File: src/rtl/gpio_reg_pkg.sv
package gpio_reg_pkg;
  localparam int NUM_PORTS = 2;
  localparam int ADDR_W = 3;

  typedef enum logic [1:0] {
    GRP_IN  = 2'd0,
    GRP_OUT = 2'd1,
    GRP_POL = 2'd2,
    GRP_CFG = 2'd3
  } regGroup_e;

  typedef struct packed {
    logic [NUM_PORTS-1:0] wrOut;
    logic [NUM_PORTS-1:0] wrPol;
    logic [NUM_PORTS-1:0] wrCfg;
    logic                 rdGo;
    regGroup_e            rdGrp;
    logic                 rdPort;
  } bankStrobe_t;
endpackage

File: src/rtl/gpio_sync.sv
module gpio_sync #(
  parameter int WIDTH = 8
) (
  input  logic             clk,
  input  logic             rst,
  input  logic [WIDTH-1:0] asyncIn,
  output logic [WIDTH-1:0] syncOut
);
  logic [WIDTH-1:0] stage1;
  logic [WIDTH-1:0] stage2;

  always_ff @(posedge clk) begin
    if (rst) begin
      stage1 <= '0;
      stage2 <= '0;
    end else begin
      stage1 <= asyncIn;
      stage2 <= stage1;
    end
  end

  assign syncOut = stage2;
endmodule

File: src/rtl/gpio_reg_ctrl.sv
module gpio_reg_ctrl
  import gpio_reg_pkg::*;
(
  input  logic              wrEn,
  input  logic              rdEn,
  input  logic [ADDR_W-1:0] regAddr,
  output bankStrobe_t       strobe
);
  regGroup_e grp;
  logic      portSel;

  assign grp     = regGroup_e'(regAddr[ADDR_W-1:1]);
  assign portSel = regAddr[0];

  always_comb begin
    strobe        = '0;
    strobe.rdGo   = rdEn;
    strobe.rdGrp  = grp;
    strobe.rdPort = portSel;
    if (wrEn) begin
      unique case (grp)
        GRP_OUT: strobe.wrOut[portSel] = 1'b1;
        GRP_POL: strobe.wrPol[portSel] = 1'b1;
        GRP_CFG: strobe.wrCfg[portSel] = 1'b1;
        default: ;
      endcase
    end
  end
endmodule

File: src/rtl/gpio_reg_dp.sv
module gpio_reg_dp
  import gpio_reg_pkg::*;
#(
  parameter int PORT_W = 8,
  localparam int PIN_W = PORT_W * NUM_PORTS
) (
  input  logic              clk,
  input  logic              rst,
  input  bankStrobe_t       strobe,
  input  logic [PORT_W-1:0] wrData,
  input  logic [PIN_W-1:0]  pinIn,
  output logic [PORT_W-1:0] rdData,
  output logic [PIN_W-1:0]  pinOut,
  output logic [PIN_W-1:0]  pinOe
);
  logic [PORT_W-1:0] outReg [NUM_PORTS];
  logic [PORT_W-1:0] polReg [NUM_PORTS];
  logic [PORT_W-1:0] cfgReg [NUM_PORTS];
  logic [PORT_W-1:0] inView [NUM_PORTS];
  logic [PIN_W-1:0]  pinSync;
  logic [PORT_W-1:0] rdNext;

  gpio_sync #(.WIDTH(PIN_W)) i_sync (
    .clk(clk), .rst(rst), .asyncIn(pinIn), .syncOut(pinSync)
  );

  for (genvar p = 0; p < NUM_PORTS; p++) begin : g_port
    always_ff @(posedge clk) begin
      if (rst) begin
        outReg[p] <= '1;
        polReg[p] <= '0;
        cfgReg[p] <= '1;
      end else begin
        if (strobe.wrOut[p]) outReg[p] <= wrData;
        if (strobe.wrPol[p]) polReg[p] <= wrData;
        if (strobe.wrCfg[p]) cfgReg[p] <= wrData;
      end
    end

    assign inView[p]                   = pinSync[p*PORT_W +: PORT_W] ^ polReg[p];
    assign pinOe[p*PORT_W +: PORT_W]   = ~cfgReg[p];
    assign pinOut[p*PORT_W +: PORT_W]  = outReg[p] & ~cfgReg[p];
  end

  always_comb begin
    unique case (strobe.rdGrp)
      GRP_IN:  rdNext = inView[strobe.rdPort];
      GRP_OUT: rdNext = outReg[strobe.rdPort];
      GRP_POL: rdNext = polReg[strobe.rdPort];
      default: rdNext = cfgReg[strobe.rdPort];
    endcase
  end

  always_ff @(posedge clk) begin
    if (rst)              rdData <= '0;
    else if (strobe.rdGo) rdData <= rdNext;
  end
endmodule

File: src/rtl/gpio_reg_bank.sv
module gpio_reg_bank
  import gpio_reg_pkg::*;
#(
  parameter int PORT_W = 8,
  localparam int PIN_W = PORT_W * NUM_PORTS
) (
  input  logic              clk,
  input  logic              rst,
  input  logic              wrEn,
  input  logic              rdEn,
  input  logic [ADDR_W-1:0] regAddr,
  input  logic [PORT_W-1:0] wrData,
  output logic [PORT_W-1:0] rdData,
  input  logic [PIN_W-1:0]  pinIn,
  output logic [PIN_W-1:0]  pinOut,
  output logic [PIN_W-1:0]  pinOe
);
  bankStrobe_t strobe;

  gpio_reg_ctrl i_ctrl (
    .wrEn(wrEn), .rdEn(rdEn), .regAddr(regAddr), .strobe(strobe)
  );

  gpio_reg_dp #(.PORT_W(PORT_W)) i_dp (
    .clk(clk), .rst(rst), .strobe(strobe), .wrData(wrData),
    .pinIn(pinIn), .rdData(rdData), .pinOut(pinOut), .pinOe(pinOe)
  );
endmodule

File: config.mk
export PLATFORM = sky130hd
export DESIGN_NAME = gpio_reg_bank
export DESIGN_NICKNAME = d
export VERILOG_FILES = /design/src/rtl/gpio_reg_pkg.sv /design/src/rtl/gpio_sync.sv /design/src/rtl/gpio_reg_ctrl.sv /design/src/rtl/gpio_reg_dp.sv /design/src/rtl/gpio_reg_bank.sv
export SDC_FILE = /design/constraint.sdc
export NUM_CORES = 1
export LEC_CHECK = 0
export BUFFER_PORTS_ARGS = -buffer_cell sky130_fd_sc_hd__buf_4
export CORE_MARGIN = 2
export CORE_UTILIZATION = 40
export CTS_CLUSTER_DIAMETER = 100
export DETAILED_ROUTE_END_ITERATION = 6
export MAX_ROUTING_LAYER = met4
export RECOVER_POWER = 100
export SLEW_MARGIN = 5
export SYNTH_ARGS = -nofsm -noshare
export SYNTH_HDL_FRONTEND = slang
export SYNTH_SLANG_ARGS = --single-unit
File: constraint.sdc
create_clock -name clk -period 1.26 [get_ports clk]
set_input_delay 0.063 -clock clk [delete_from_list [all_inputs] [get_ports clk]]
set_output_delay 0.063 -clock clk [all_outputs]
set_load 0.01 [all_outputs]
# --- Word level (Yosys, flattened, before mapping) ---
# Memory sizes are Yosys's and may differ from the RTL's.
# Index checks and enable logic that the tools add are counted.
totals:
  out_inout_bits: 40
  memories: 3
  ramBits: 48
  in_bits: 31
  word_cells: 63
  register_bits: 40
op_classes:
  n_mux: 36
  n_lt_le_gt_ge: 3
  reduce_logical: 2
  eq_ne: 3
  bitwise_logic: 13
mem_list:
  columns: ["memory", "words", "word_bits", "read_ports", "rd_ports_with_merged_regs", "write_ports", "line", "source"]
  rows:
  - ["i_dp.cfgReg", 2, 8, 3, 0, 2, "gpio_reg_dp.sv:18", "logic [PORT_W-1:0] cfgReg [NUM_PORTS];"]
  - ["i_dp.outReg", 2, 8, 3, 0, 2, "gpio_reg_dp.sv:16", "logic [PORT_W-1:0] outReg [NUM_PORTS];"]
  - ["i_dp.polReg", 2, 8, 3, 0, 2, "gpio_reg_dp.sv:17", "logic [PORT_W-1:0] polReg [NUM_PORTS];"]
op_table:
  columns: ["op", "n"]
  rows:
  - ["$mux W8", 9]
  - ["$pmux W8 S3", 1]
  - ["$mux W1", 21]
  - ["$and A8 B8 Y8", 2]
  - ["$not A8 Y8", 2]
  - ["$xor A8 B8 Y8", 2]
  - ["$mux W2", 3]
  - ["$mux W6", 1]
  - ["$or A1 B1 Y1", 6]
  - ["$eq A2 B2 Y1 const B", 2]
  - ["$eq A2 B1 Y1 const B", 1]
  - ["$ge A2 B2 Y1 const B", 1]
  - ["$logic_not A2 Y1", 1]
  - ["$lt A1 B2 Y1 const B", 1]
  - ["$not A1 Y2", 1]
  - ["$demux W1 S1", 1]
  - ["$ge A1 B1 Y1 const B", 1]
  - ["$logic_and A1 B1 Y1", 1]

# --- Longest topological paths before layout ---
depth:
  ltp_word: 10
  mapped_depth: 6

# --- Cells and area by module ---
# Synthesis repeated with hierarchy kept, for this count alone.
hier_totals:
  hier_cells: 361
  hier_area_um2: 3995.1
modules_own_cells:
  columns: ["mod", "seq_area_each_um2", "cells_each", "area_each_um2", "instances"]
  rows:
  - ["gpio_reg_dp", 1601.5, 284, 3034.2, 1]
  - ["gpio_sync", 640.6, 67, 863.3, 1]
  - ["gpio_reg_ctrl", 0.0, 10, 97.6, 1]

# --- Worst setup path after synthesis ---
# OpenSTA, ideal clock, no wires.
synth_timing:
  kind: "input to register"
  from: "in regAddr[1]"
  to: "mem i_dp.polReg[0][0], enable pin"
  setup_slack_ns: 0.004
  stages: 3
  t_arrival_ns: 0.881
  setup_time_ns: 0.375
  t_required_ns: 0.885
  path_cell_list: "buf_4 -> nand2b_1 -> o21bai_1"
synth_rtl:
  columns: ["item", "line", "source"]
  rows:
  - ["start: declaration", "gpio_reg_bank.sv:11", "input logic [ADDR_W-1:0] regAddr,"]
  - ["end: declaration", "gpio_reg_dp.sv:17", null]

==> impl_results.md <==
- GR Overflow Total: 0
- RSZ-0062 raised after global routing: false
- Reg-to-reg slack, setup: 0.12 ns
- Clock Skews: 0.00922 ns
- WL/cell: 15.1 µm
- Clock tree from TritonCTS: built
- Startpoint types: register
- Leakage: 1.79 nW
- First-pass GRT wire length: 13.6 mm
- Area grow syn2layout: 24.0%
- Clock period minus worst slack: 1.19 ns
- Boundary Pins: 71
- Mux share of post-synthesis cell area: 0.0420
- Final Hold Fails: 0
- CTS Buf Count: 9
- Htree depth: 3
- Setup WS post-layout: 0.0688 ns
- Post-Synth XOR/XNOR Area: 0.0367
- Worst EP arrival: 1.13 ns
- Post-DP Area: 4610 µm²
- Port bufs: 70
- Element type at the critical path end: output pin
- Pin count of the biggest net entering global routing: 37
- Worst Reg-to-Reg Cells: 3
- Synth Area in Compound Gates: 0.0774
- N_diodes: 0
- Tcrit/Tclk final: 0.945
- CTS clk-pin slew, worst paths: 0.09 ns
- Final Setup Violations: 0
- Most frequent cells in the layout: nor2b_1 (48), edfxtp_1 (48), clkbuf_1 (47)
- Post-Syn Instances: 338
- Nets: 474
- Slew Viols, Final: 0
- Initial core utilization: 0.413
- Main combinational cell family by area after synthesis: simple AND/OR/NAND/NOR gates
- Vias in the first global route: 2629
- Peak VDD IR: 599 µV
- DRC Markers: 0
- Die Wd: 102 µm
- Synth Register Bits: 88
- Final Util: 0.512
- Via count: 2718
- Die area: 10300 µm²
- Status: complete, no violations
- Rows: 35
- Gr usage total: 0.183
- CTS Root Cell: clkbuf_8
- Sequential-to-total area share from yosys stat: 0.588
- Hold depth: 2
- Adder-cell share of the synthesized area: 0
- Power Density: 1230 nW/µm²
- Hold crit path type: input port to register
- Peak Freq: 840 MHz
- Design Area, Final: 4730 µm²
- Avg Inst Size Synth: 11.3 µm²
- Global placer's final weighted congestion: 0.813
- Netlist Area Pre-Place: 3820 µm²
- Clk sinks: 88
- First-pass DRT Iterations: 4
- Maxcap violations: 0
- Final wirelength: 8.69 mm
- Placed wire-length estimate: 6.26 mm
- Worst Setup Slack post-DPL: -0.0551 ns
- Post-DRT Antenna Nets: 0
- Max clock buf depth: 2
- Die height: 102 µm
- Initial antenna violation count: 0
- Synth Net Count: 369
- Yosys cell types: 29
- Drt initial violations: 110
- Share of layout cells above drive strength 1: 0.161
- Clk_lat worst skew: 0.35 ns
- Ys Warns: 0
- Vias per cell: 4.71
- Worst-path maximum fanout: 3
- CORE AREA: 9240 µm²
- Worst Path Required: 1.20 ns
- Worst slew pin tran: 0.523 ns
- Crit Path Class: register to output pin
- Slew margin rel.: 0.652
- Post-synthesis simple-gate area fraction: 0.219
- Post-CTS Setup Bufs: 0
[registers in the layout, summed over array words and instances (netlist names)]
register / count
i_dp.cfgReg: 16
i_dp.rdData: 8
i_dp.polReg: 16
i_dp.i_sync.stage1: 16
i_dp.i_sync.syncOut: 16
i_dp.outReg: 16
[path summary, 6_finish.rpt]
check,start,to
min,wrData[3],i_dp.cfgReg[0][3]$_SDFFCE_PN1P_
min reg2reg,i_dp.i_sync.stage1[12]$_SDFF_PP0_,i_dp.i_sync.syncOut[12]$_SDFF_PP0_
max,i_dp.cfgReg[1][0]$_SDFFCE_PN1P_,pinOut[8]
max reg2reg,i_dp.polReg[0][4]$_SDFFCE_PN0P_,i_dp.rdData[4]$_SDFFE_PP0P_
[critical path, stage by stage, from the launching register on]
cell      delay, ns
edfxtp_1       0.45
nor2b_1        0.16
clkbuf_4       0.16
[Yosys cell counts (all sizes together)]
cell type | n | area [µm²]
a21oi | 8 | 40.0
a311oi | 8 | 70.1
and2 | 16 | 100
buf | 7 | 51.3
clkbuf | 8 | 30.0
dfxtp | 40 | 801
edfxtp | 48 | 1440
inv | 16 | 60.1
mux2i | 16 | 160
nand2 | 18 | 70.1
nand2b | 19 | 126
nand3 | 8 | 40.0
nor2 | 10 | 42.5
nor2b | 48 | 300
nor3 | 4 | 40.0
o211ai | 8 | 60.1
o21ai | 16 | 80.1
o21bai | 6 | 45.0
or2 | 16 | 100
or3 | 2 | 17.5
xnor2 | 8 | 70.1
xor2 | 8 | 70.1
[power by group]
part	internal [mW]	leakage, nW	switching (mW)
Sequential	3.20	0.805	0.103
Clock	0.745	0.0925	1.05
Combinational	0.326	0.893	0.376
[final cells by class]
type,count,area [µm²]
repair buffers,109,681
well taps,129,161
inverters,16,60.1
flip-flops and latches,88,2240
clock buffers,10,128
fillers,883,4510
clock inverters,6,47.5
multi-input cells,219,1410
[repair_timing]
action | CTS | global route
hold buffers | 16 | 0
resized for setup | 0 | 1
endpoints found under the hold margin | 16 | 0
endpoints found under the setup margin | 0 | 1
[metal layers]
metal,GRT usage,share of wire
met5,-,0
met4,0.0613,0.014
met3,0.0345,0.046
met2,0.287,0.49
met1,0.238,0.45
[through the flow]
step | setup TNS, ns | power (mW) | hold WS (ns) | instances
global placement | -0.429 | 4.11 | 0.272 | 545
CTS | 0 | 5.94 | 0.000469 | 577
finish | 0 | 5.80 | 0.0125 | 577
floorplan | 0 | 3.73 | 0.191 | 338
global route | 0 | 6.06 | 0.0119 | 577
detailed placement | -1.59 | 4.13 | 0.279 | 545
[cells by family after synthesis]
kind of cell	Yosys count
multiplexers	16
AO/OA/AOI/OAI	46
flip-flops	88
buffers and inverters	31
XOR/XNOR	16
AND/OR/NAND/NOR	141
Power figures use the tool's default switching activity.
